==> src/rtl/extint_pkg.sv <==
package extint_pkg;
  // strobes from the edge controller to the pending latch
  typedef struct packed {
    logic setPend;
    logic clrPend;
  } pendStrobe_t;
endpackage

==> src/rtl/extIntControl.sv <==
module extIntControl
  import extint_pkg::*;
(
  input  logic        clk,
  input  logic        rstN,
  input  logic        srcLow,
  input  logic        ack,
  output pendStrobe_t strobe
);
  logic prevLow;
  logic fallSeen;

  // previous level resets to "not low", so a high source after reset yields no edge
  always_ff @(posedge clk or negedge rstN) begin
    if (!rstN) prevLow <= 1'b0;
    else       prevLow <= srcLow;
  end

  assign fallSeen = srcLow && !prevLow;

  always_comb begin
    strobe.setPend = fallSeen;
    strobe.clrPend = ack && !fallSeen;  // an edge wins over a coinciding ack
  end

  // the edge detector reports nothing until the source has actually been low
  assert_no_phantom_edge_R1: assert property (@(posedge clk) disable iff (!rstN)
    strobe.setPend |-> srcLow);
endmodule

==> src/rtl/extIntDatapath.sv <==
module extIntDatapath
  import extint_pkg::*;
#(
  parameter int NUM_PORT    = 4,
  parameter int SYNC_STAGES = 2
) (
  input  logic                clk,
  input  logic                rstN,
  input  logic                irqPinN,
  input  logic [NUM_PORT-1:0] portPinN,
  input  logic [NUM_PORT-1:0] portEn,
  input  logic                levelMode,
  input  logic                cpuMask,
  input  pendStrobe_t         strobe,
  output logic                srcLow,
  output logic                irqReq
);
  localparam int NUM_SRC = NUM_PORT + 1;

  logic [NUM_SRC-1:0] rawN;
  logic [NUM_SRC-1:0] syncN;
  logic [NUM_SRC-1:0] useMask;
  logic               pending;

  assign rawN    = {portPinN, irqPinN};
  assign useMask = {portEn, 1'b1};

  for (genvar i = 0; i < NUM_SRC; i++) begin : g_sync
    logic [SYNC_STAGES-1:0] chain;
    always_ff @(posedge clk or negedge rstN) begin
      if (!rstN) chain <= '1;
      else       chain <= {chain[SYNC_STAGES-2:0], rawN[i]};
    end
    assign syncN[i] = chain[SYNC_STAGES-1];
  end

  // wired-OR of active-low sources: low when any enabled source is low
  assign srcLow = |(~syncN & useMask);

  always_ff @(posedge clk or negedge rstN) begin
    if (!rstN)               pending <= 1'b0;
    else if (strobe.setPend) pending <= 1'b1;
    else if (strobe.clrPend) pending <= 1'b0;
  end

  assign irqReq = !cpuMask && (pending || (levelMode && srcLow));

  assert_mask_blocks_R8: assert property (@(posedge clk) disable iff (!rstN)
    cpuMask |-> !irqReq);
  assert_edge_needs_pend_R3: assert property (@(posedge clk) disable iff (!rstN)
    (!levelMode && !pending) |-> !irqReq);
  assert_level_holds_R4: assert property (@(posedge clk) disable iff (!rstN)
    (levelMode && srcLow && !cpuMask) |-> irqReq);
  assert_pend_from_low_R2: assert property (@(posedge clk) disable iff (!rstN)
    $rose(pending) |-> $past(srcLow));
  assert_edge_kept_R9: assert property (@(posedge clk) disable iff (!rstN)
    strobe.setPend |=> pending);
endmodule

==> src/rtl/extIntCombiner.sv <==
module extIntCombiner
  import extint_pkg::*;
#(
  parameter int NUM_PORT    = 4,
  parameter int SYNC_STAGES = 2
) (
  input  logic                clk,
  input  logic                rstN,
  input  logic                irqPinN,
  input  logic [NUM_PORT-1:0] portPinN,
  input  logic [NUM_PORT-1:0] portEn,
  input  logic                levelMode,
  input  logic                cpuMask,
  input  logic                ack,
  output logic                irqReq
);
  pendStrobe_t strobe;
  logic        srcLow;

  extIntDatapath #(.NUM_PORT(NUM_PORT), .SYNC_STAGES(SYNC_STAGES)) u_dp (
    .clk(clk), .rstN(rstN), .irqPinN(irqPinN), .portPinN(portPinN),
    .portEn(portEn), .levelMode(levelMode), .cpuMask(cpuMask),
    .strobe(strobe), .srcLow(srcLow), .irqReq(irqReq)
  );

  extIntControl u_ctl (
    .clk(clk), .rstN(rstN), .srcLow(srcLow), .ack(ack), .strobe(strobe)
  );
endmodule

==> config.mk <==
export PLATFORM = sky130hd
export DESIGN_NAME = extIntCombiner
export DESIGN_NICKNAME = d
export VERILOG_FILES = /design/src/rtl/extint_pkg.sv /design/src/rtl/extIntControl.sv /design/src/rtl/extIntDatapath.sv /design/src/rtl/extIntCombiner.sv
export SDC_FILE = /design/constraint.sdc
export NUM_CORES = 1
export LEC_CHECK = 0
export BUFFER_PORTS_ARGS = -buffer_cell sky130_fd_sc_hd__buf_2
export CAP_MARGIN = 25
export CORE_AREA = 5 5 42 44
export CTS_BUF_LIST = sky130_fd_sc_hd__clkbuf_4 sky130_fd_sc_hd__clkbuf_8 sky130_fd_sc_hd__clkbuf_16
export CTS_CLUSTER_DIAMETER = 60
export DETAILED_ROUTE_END_ITERATION = 10
export DIE_AREA = 0 0 47 49
export GPL_ROUTABILITY_DRIVEN = 0
export GPL_TIMING_DRIVEN = 0
export PLACE_DENSITY = 0.48
export REMOVE_ABC_BUFFERS = 1
export SLEW_MARGIN = 30
export SYNTH_ARGS = -nofsm -noshare
export SYNTH_HDL_FRONTEND = slang
export SYNTH_SLANG_ARGS = --single-unit
==> constraint.sdc <==
create_clock -name clk -period 2.1 [get_ports clk]
set_clock_uncertainty 0.1 [all_clocks]
set_input_delay 0.315 -clock clk [delete_from_list [all_inputs] [get_ports clk]]
set_output_delay 0.315 -clock clk [all_outputs]
set_load 0.03 [all_outputs]
* Yosys cells after proc, flatten, opt, wreduce, memory -nomap -nowiden
Index checks and enable logic that the tools add are counted.
Operators by class: muxes and demuxes 2, bitwise logic cells 2, reductions and logical operators 10
Operators with widths (number):
- 5-bit bitwise AND | 1
- 5-bit inverter | 1
- 5-bit OR reduction | 1
- 1-bit logical AND | 4
- 1-bit logical NOT | 3
- 1-bit 2-to-1 mux | 2
- 2-bit nonzero test | 1
- 1-bit logical OR | 1
Word-level totals: register bits 12, output and inout bits 1

* Logic depth before layout (Yosys ltp)
Gate-level depths: netlist of run 1.
depth in word-level cells 8, mapped depth 3, depth with buffers taken out 3

* Cells and area by module
From an unflattened synthesis of run 1, not the netlist that was laid out.
Second synthesis, totals: cell total of the unflattened synthesis 25, area, all modules 402.9 sq um
Modules (own cells, without submodules):
- extIntDatapath | times used 1, cells an instance 21, area an instance 347.8 sq um, seq. area each 287.8 sq um
- extIntControl | times used 1, cells an instance 4, area an instance 55.1 sq um, seq. area each 25.0 sq um

* Least setup slack after synthesis of run 1
Ideal clock, no wire load.
path kind register to output, from reg u_dp.g_sync[4].chain[1], to out irqReq, arrival 1395 ps, data required time 1685 ps, path slack 290 ps, cell stages (with the launch flop) 4, buffers on the path 0, cells stage by stage dfstp_2 > nor2b_1 > nor2_1 > a311oi_1
Between the ends: cells in the longest elaborated chain, start to end 6
Ends and longest elaborated chain:
- from (decl) | line extIntDatapath.sv:29 | logic [SYNC_STAGES-1:0] chain;
- from (signal assigned) | line extIntDatapath.sv:32 | else chain <= {chain[SYNC_STAGES-2:0], rawN[i]};
- 5-bit inverter | line extIntDatapath.sv:38 | assign srcLow = |(~syncN & useMask);
- 5-bit bitwise AND | line extIntDatapath.sv:38
- 5-bit OR reduction | line extIntDatapath.sv:38
- 1-bit logical AND | line extIntDatapath.sv:46 | assign irqReq = !cpuMask && (pending || (levelMode && srcLow));
- 1-bit logical OR | line extIntDatapath.sv:46
- 1-bit logical AND | line extIntDatapath.sv:46
- to (decl) | line extIntCombiner.sv:15 | output logic irqReq
Every way passes these cells.

* Final worst setup path of run 1
from reg u_dp.g_sync[3].chain[1], to out irqReq
Between the ends: cells in the longest elaborated chain, start to end 6
Ends and longest elaborated chain (line):
- from (decl) | extIntDatapath.sv:29
- from (signal assigned) | extIntDatapath.sv:32
- 5-bit inverter | extIntDatapath.sv:38
- 5-bit bitwise AND | extIntDatapath.sv:38
- 5-bit OR reduction | extIntDatapath.sv:38
- 1-bit logical AND | extIntDatapath.sv:46
- 1-bit logical OR | extIntDatapath.sv:46
- 1-bit logical AND | extIntDatapath.sv:46
Every way passes these cells.

==> key figures, run 1 <==
Run status
  • Status: finished clean

Cells and area
  • Final core utilization: 37.7%
  • Finished layout cell area: 528 sq um
  • Layout Cells excl Fill: 61
  • Area Growth Syn to Fin: 37.5%
  • Nets@finish: 60
  • N_diodes: 0
  • Layout cells sized above 1: 64.4%
  • # fillers: between 100 and 150

Routing
  • Via count: 250
  • Wire per inst: 9.64 um
  • Via density: 4.10
  • First-pass iteration count of the detailed router: 4
  • Post-DRT Antenna Nets: 0
  • WL final: 588 um
  • DRC viols: 0
  • DR iter-0 viols: 2

Critical path
  • Crit end category: output port
  • CP max FO: 2
  • Crit start category: flop
  • Worst path cell trace: inv_1 > a222oi_1 > a311oi_1 > buf_2
  • Required @ worst endpoint: 1.68 ns
  • Crit path arrival time: 1.53 ns
  • CP max stage cell: dfstp_2
  • Family with the most delay on the worst path: flip-flops
  • Buf+Inv Stages, Crit Path: 2
  • Critical path's largest stage delay: between 0.5 and 0.6 ns
  • WS Path Type: reg2out

Clocking
  • Clock sinks: 12
  • Worst skew pair latency: 0.26 ns
  • Inserted Clock Buffers: 3
  • CTS tree: done
  • CTS H-tree depth: 1
  • Clk root buf: clkbuf_4
  • Longest Clk Path Bufs: 2
  • Clock slew at reported path FFs: around 0.070 ns

STA
  • Final Hold Viols: 0
  • Total Neg Setup Slack: 0 ns
  • Relative slew slack: 75.6%
  • Final period utilization: 92.4%
  • Tmin final: 1.94 ns
  • Final Setup Violations: 0
  • Max Transition Viols Final: 0
  • Measured slew at the worst slew-check pin: 0.366 ns
  • RSZ-0062 raised after global routing: false
  • Max frequency: slightly above 500 MHz

Pwr
  • PwrDens: 889 mW/mm^2
  • Seq pwr share: 54.7%
  • Internal Pwr Total: 0.377 mW
  • Psw: 0.0927 mW
  • Comb pwr share: 8.2%
  • LEAKAGE: 0.256 nW
  • Clock share of power: 37.2%
  • Max VDD drop: 442 uV
  • Sw Ratio: 19.8%

Floorplanning
  • FP Rows: 14
  • # IOs: 15
  • Initial core utilization: a little over a quarter
  • Die ar.: 0.00230 sq mm
  • Die Y: 49 um
  • Core area: between 0.001 and 0.0015 sq mm
  • Die X: 47 um

Yosys
  • Post-synthesis sequential area ratio: 81.4%
  • Synth warnings: 0
  • Mean Syn Cell Area: roughly 15 sq um
  • Post-synthesis cell count: 25
  • Syn Std Cell Area: 384 sq um
  • Register bit count reported by yosys: 12
  • Cell variety after synth: 10

Global route
  • Global Route Usage Sum: about 6.1%
  • Vias in the first global route: 251
  • Largest net degree at the start of global routing: 13
  • GRT overflow: 0
  • Initial antenna violation count: 0
  • First-pass GRT wire length: 945 um

Job
  • Max_cap viols: 0

Placement
  • Cell Area, Placed: approximately 470 sq um
  • I/O Buffers: 14
  • Hpwl dp: ~470 um
  • Inst Count DP: 55

Hold path
  • Hold Crit Class: in2reg
-- registers in the layout, summed over array words and instances (netlist names) --
register,cells
u_ctl.prevLow,1
u_dp.pending,1
u_dp.g_sync.chain,10
-- per-layer routing --
metal	GRT usage (%)	share of wire [%]	vias up
li1	-	-	121
met1	5.52	34	117
met2	8.14	50	12
met3	3.69	16	0
met4	6.91	0	0
met5	0	0	-
-- final cells by class --
type,count,area [sq um],area share (%)
clock buffer,4,36.3,6.87
inverter,5,18.8,3.55
multi-input combinational,8,52.6,9.95
sequential,12,313,59.2
tap,16,20.0,3.79
timing repair buffer,16,87.6,16.6
-- metrics by stage --
stage	setup slack [ns]	power, mW	hold slack [ns]
floorplan	0.290	0.275	-0.0806
global placement	0.340	0.293	0.0846
detailed placement	0.306	0.296	0.0927
CTS	0.00944	0.475	0.0305
global route	0.0939	0.494	0.0194
finish	0.159	0.469	0.0461
-- cell usage after synthesis --
cell       n  area [sq um]
dfstp_2   10           263
o221ai_1   1          8.76
nand2_1    1          3.75
a222oi_1   1          10.0
a311oi_1   1          8.76
o21bai_1   1          7.51
inv_1      5          18.8
nor2b_1    1          6.26
dfrtp_1    2          50.1
nor2_1     2          7.51
-- path summary, 6_finish.rpt --
path | startpoint | end | slack (ns) | cells past startpoint
min in group asynchronous | rstN | u_ctl.prevLow | 0.34 | 2
worst min-delay path | irqPinN | u_dp.g_sync[0].chain[0] | 0.05 | 1
max in group asynchronous | rstN | u_dp.g_sync[0].chain[1] | 1.30 | 2
worst max register to register | u_dp.g_sync[3].chain[1] | u_dp.pending | 0.65 | 4
worst min register to register | u_dp.g_sync[4].chain[0] | u_dp.g_sync[4].chain[1] | 0.26 | 0
worst max-delay path | u_dp.g_sync[3].chain[1] | irqReq | 0.16 | 4
-- placed cells by master, fill, tap and decap left out, types with 2 or more instances in the layout --
cell type,instances
nor2_1,2
buf_2,14
dfrtp_1,2
inv_1,5
dfstp_2,10
clkbuf_4,3
-- what timing repair did --
item,4_1_cts,5_1_grt
endpoints found under the setup margin,0,1
hold buffers,1,0
hold endpoints to repair,2,0
setup buffers,0,1
resized for setup,0,0
-- kinds of logic after synthesis --
family / count (synthesis) / synth area share (%)
buf+inv: 5 / 4.89
compound gates: 4 / 9.12
flops: 12 / 81.4
simple gates: 4 / 4.56
-- power groups by stage --
stage                     Combinational (mW)  Clock [mW]  Sequential (mW)
after floorplan                       0.0158           0            0.259
after global placement                0.0334           0            0.260
after detailed placement              0.0354           0            0.260
after CTS                             0.0368       0.181            0.257
after global routing                  0.0426       0.193            0.258
final                                 0.0383       0.174            0.256
No activity file was read; power rests on OpenSTA's default activity.
==> run 2: changes to the inputs <==
CELL_PAD_IN_SITES_DETAIL_PLACEMENT = 2   (was unset)
CELL_PAD_IN_SITES_GLOBAL_PLACEMENT = 2   (was unset)
CORE_AREA = unset   (was 5 5 42 44)
CORE_MARGIN = 5   (was unset)
CORE_UTILIZATION = 29   (was unset)
DIE_AREA = unset   (was 0 0 47 49)
PLACE_DENSITY = 0.69   (was 0.48)
==> key figures, run 2 (synthesis gave the netlist of run 1 again) <==
Cells and area
  • Commonest cells after routing, fill and taps aside: buf_2 (13), dfstp_2 (10), inv_1 (5)
  • Sequential cell area: 313 sq um
  • # fillers: 132
  • Multi-input gate area: 52.6 sq um
  • Area Growth Syn to Fin: 37.8%
  • Nets@finish: 60
  • Max FFs per register: 10
  • Final core utilization: a little over two fifths
  • Largest regs: u_dp.g_sync.chain: 10 flops, u_ctl.prevLow: 1 flops, u_dp.pending: 1 flops
  • Layout cells sized above 1: 64.4%
  • Commonest non-fill, non-tap cell in the layout: buf_2
  • N_diodes: 0
  • Biggest register: u_dp.g_sync.chain

Pwr
  • PwrDens: a little under 900 mW/mm^2
  • LEAKAGE: ~0.26 nW
  • Max VDD drop: 374 uV

STA
  • PnR worst setup slack: 0.163 ns
  • Final period utilization: approximately 90%
  • Final Setup Violations: 0
  • Relative slew slack: 75.7%
  • Measured slew at the worst slew-check pin: approximately 0.36 ns
  • Max Transition Viols Final: 0
  • RSZ-0062 raised after global routing: true
  • Final Hold Viols: 0
  • Max frequency: 516 MHz
  • Tmin final: 1.94 ns

Critical path
  • CP max FO: 2
  • RR Endpoint: u_dp.pending
  • Crit end category: output port
  • Worst reg2reg setup slack: about 0.64 ns
  • WS Path Type: reg2out
  • R2R depth: 4
  • Crit start category: flop
  • Crit path arrival time: 1.52 ns
  • Reg-to-reg startpoint: u_dp.g_sync[3].chain[1]
  • Required @ worst endpoint: around 1.7 ns

Routing
  • DRC viols: 0
  • First-pass iteration count of the detailed router: 4
  • Via density: ~4.4
  • DR iter-0 viols: 2
  • Wire per inst: 12.1 um
  • WL final: 726 um
  • Post-DRT Antenna Nets: 0
  • Via count: approximately 260

Placement
  • Setup WS pre-CTS: 0.266 ns
  • I/O Buffers: 14
  • Hpwl dp: 618 um

Floorplanning
  • Core area: 0.00127 sq mm
  • Initial core utilization: a little under a third
  • Die Y: 46.4 um
  • Die ar.: roughly 0.0022 sq mm
  • Die X: 46.4 um
  • FP Rows: 13
  • # IOs: 15

Hold path
  • Hold Crit Class: in2reg
  • Worst Hold End: u_dp.g_sync[1].chain[0]
  • Worst Min Path Start: portPinN[0]
  • Worst hold path depth: 1

Global route
  • Initial antenna violation count: 0
  • Largest net degree at the start of global routing: 13
  • Vias in the first global route: 290
  • First-pass GRT wire length: 1090 um
  • Global Route Usage Sum: slightly below 8%
  • GRT overflow: 0

Clocking
  • Longest Clk Path Bufs: 2
  • Clk root buf: clkbuf_4
  • CTS H-tree depth: 1
  • Clock sinks: 12
  • CTS tree: done
  • Clock slew at reported path FFs: approximately 0.07 ns
  • Inserted Clock Buffers: 3
  • Worst skew pair latency: 0.26 ns

Job
  • Max_cap viols: 0

Run status
  • Status: finished clean
==> run 2: cell counts in the layout (fill, tap and decap cells not counted) <==
No cell type changed its count.
==> run 2: worst max path at each step <==
| stage | depth (start not counted) | to | slack [ns] | from |
|---|---|---|---|---|
| final | 4 | irqReq | 0.16 | u_dp.g_sync[3].chain[1] |
| after global routing | 4 | irqReq | -0.008 | u_dp.g_sync[3].chain[1] |
| after CTS | 4 | irqReq | 0.12 | u_dp.g_sync[3].chain[1] |
| after detailed placement | 4 | irqReq | 0.27 | u_dp.g_sync[3].chain[1] |
| after global placement | 4 | irqReq | 0.34 | u_dp.g_sync[3].chain[1] |
| after floorplan | 3 | irqReq | 0.29 | u_dp.g_sync[4].chain[1] |
==> run 2: final cells by class <==
cell class / count / area share, %
clock buffers: 4 / 6.86
inverters: 5 / 3.55
multi-input cells: 8 / 9.93
flip-flops and latches: 12 / 59.1
well taps: 15 / 3.55
repair buffers: 16 / 17.0
==> run 2: what timing repair did <==
item / CTS / global route
setup buffers: 1 / 0
hold endpoints to repair: 2 / 0
gates resized for setup: 0 / 1
hold buffers: 1 / 0
setup endpoints to repair: 1 / 1
gates cloned: 0 / 0
pin swaps: 1 / 1
==> run 2: worst max-delay path: stages, from the launching register on <==
cell and delay [ns]:
dfstp_2 0.52, inv_1 0.03, a222oi_1 0.37, a311oi_1 0.15, buf_4 0.19
==> run 2: per-stage QoR <==
stage	instance area, sq um	TNS [ns]	hold WS [ns]	total power [mW]	cells
floorplan	384	0	-0.0806	0.275	25
global placement	473	0	0.0841	0.293	54
detailed placement	473	0	0.0952	0.298	54
CTS	527	0	0.0325	0.480	60
global route	529	-0.00845	0.0199	0.501	60
finish	529	0	0.0427	0.472	60
==> run 2: where the power goes <==
group          total [mW]  switching, mW  internal (mW)
sequential          0.257        0.00464          0.252
combinational      0.0406         0.0205         0.0201
clock               0.175         0.0693          0.105
==> run 2: layer usage <==
layer	GRT usage (%)	wire length [um]
met2	13.5	421
met4	6.82	0
met5	0	0
met1	6.78	240
met3	3.52	65
==> run 3: changes to the inputs <==
MAX_ROUTING_LAYER = met4   (was unset)
clock period = 2.25 ns   (was 2.1 ns; I/O delays follow)
==> key figures, run 3 (synthesis gave the netlist of run 1 again) <==
Placement
  • I/O Buffers: 14
  • Hpwl dp: approximately 620 um
  • Cell Area, Placed: 473 sq um
  • Inst Count DP: 54
  • Setup WS pre-CTS: 0.393 ns

Critical path
  • Crit start category: flop
  • Worst path cell trace: inv_1 > a222oi_1 > a311oi_1 > buf_2
  • WS Path Type: reg2out
  • Crit end category: output port
  • Critical path's largest stage delay: 0.52 ns
  • CP max FO: 2
  • Crit path arrival time: 1.57 ns
  • RR Endpoint: u_dp.pending
  • Worst reg2reg setup slack: ~0.74 ns
  • Required @ worst endpoint: 1.81 ns
  • R2R depth: 4
  • CP max stage cell: dfstp_2
  • Reg-to-reg startpoint: u_dp.g_sync[3].chain[1]

Floorplanning
  • Initial core utilization: 30.3%
  • Die Y: about 46 um
  • # IOs: 15
  • Die X: 46.4 um
  • Core area: 0.00127 sq mm
  • Die ar.: roughly 0.0022 sq mm
  • FP Rows: 13

Cells and area
  • Nets@finish: 60
  • Multi-input gate area: roughly 53 sq um
  • Biggest register: u_dp.g_sync.chain
  • Largest regs: u_dp.g_sync.chain: 10 flops, u_ctl.prevLow: 1 flops, u_dp.pending: 1 flops
  • Commonest non-fill, non-tap cell in the layout: buf_2
  • Final core utilization: 41.5%
  • Finished layout cell area: 527 sq um
  • # fillers: 135
  • Area Growth Syn to Fin: 37.1%
  • N_diodes: 0
  • Sequential cell area: 313 sq um
  • Commonest cells after routing, fill and taps aside: buf_2 (14), dfstp_2 (10), inv_1 (5)
  • Layout cells sized above 1: 64.4%
  • Max FFs per register: 10
  • Layout Cells excl Fill: 60

STA
  • Max frequency: between 400 and 500 MHz
  • Max Transition Viols Final: 0
  • Total Neg Setup Slack: 0 ns
  • Relative slew slack: 73.0%
  • Final period utilization: between 80% and 90%
  • Measured slew at the worst slew-check pin: 0.405 ns
  • PnR worst setup slack: between 0.2 and 0.25 ns
  • Final Setup Violations: 0
  • Final Hold Viols: 0
  • RSZ-0062 raised after global routing: false
  • Tmin final: 2.01 ns

Pwr
  • Max VDD drop: 350 uV
  • LEAKAGE: 0.256 nW
  • PwrDens: 836 mW/mm^2

Routing
  • WL final: 776 um
  • Post-DRT Antenna Nets: 0
  • Via count: between 200 and 300
  • Wire per inst: 12.9 um
  • DR iter-0 viols: 1
  • Via density: 4.38
  • DRC viols: 0
  • First-pass iteration count of the detailed router: 4

Clocking
  • Clock sinks: 12
  • CTS tree: done
  • CTS H-tree depth: 1
  • Longest Clk Path Bufs: 2
  • Worst skew pair latency: 0.26 ns
  • Inserted Clock Buffers: 3
  • Cts repair resizes: 0
  • Clock slew at reported path FFs: 0.07 ns
  • Clk root buf: clkbuf_4

Hold path
  • Worst Hold End: u_dp.g_sync[1].chain[0]
  • Worst Min Path Start: portPinN[0]
  • Worst hold path depth: 1
  • Hold Crit Class: in2reg

Global route
  • Met1 Use GR: 7.02%
  • GR Layer Usage met3: under 10%
  • Initial antenna violation count: 0
  • Global Route Usage Sum: 8.11%
  • First-pass GRT wire length: 1100 um
  • Grt peak-use layer: met2
  • Met2 Use GR: 13.2%
  • GRT overflow: 0
  • Largest net degree at the start of global routing: 13
  • Vias in the first global route: 293

Job
  • Max_cap viols: 0

Run status
  • Status: finished clean
run 3: worst max path at each step:
stage	from	endpoint	slack, ns	cells past startpoint
finish	u_dp.g_sync[3].chain[1]	irqReq	0.24	4
global route	u_dp.g_sync[2].chain[1]	irqReq	0.12	4
CTS	u_dp.g_sync[3].chain[1]	irqReq	0.09	4
detailed placement	u_dp.g_sync[3].chain[1]	irqReq	0.39	4
global placement	u_dp.g_sync[3].chain[1]	irqReq	0.46	4
floorplan	portEn[3]	irqReq	0.41	3
run 3: stage by stage:
step	hold WS [ns]	power (mW)
finish	0.0650	0.440
global route	0.0421	0.467
CTS	0.0550	0.446
detailed placement	0.118	0.278
global placement	0.107	0.273
floorplan	-0.0581	0.257
run 3: worst max-delay path: cells and delay by family (launching register included):
family	cells	cell delay, ns
AOI/OAI and AO/OA	2	0.55
DFF	1	0.52
buffers and inverters	2	0.23
run 3: timing repair:
action	CTS	global route
setup buffers	0	1
hold buffers	1	0
setup endpoints to repair	0	1
hold endpoints to repair	2	0
run 3: final cells by class:
type	instances	share of cell area (%)
timing repair buffer	16	16.6
tap	15	3.56
clock buffer	4	6.89
sequential	12	59.4
inverter	5	3.56
multi-input combinational	8	9.98
run 3: power breakdown:
part	switching [mW]	leakage (nW)	internal, mW
Clock	0.0648	0.0210	0.0982
Combinational	0.0194	0.107	0.0178
Sequential	0.00455	0.127	0.236
run 3: metal layers:
layer	routed length (um)	share of wire, %
met1	252	32
met2	458	59
met3	65	8.4
met4	0	0
met5	0	0
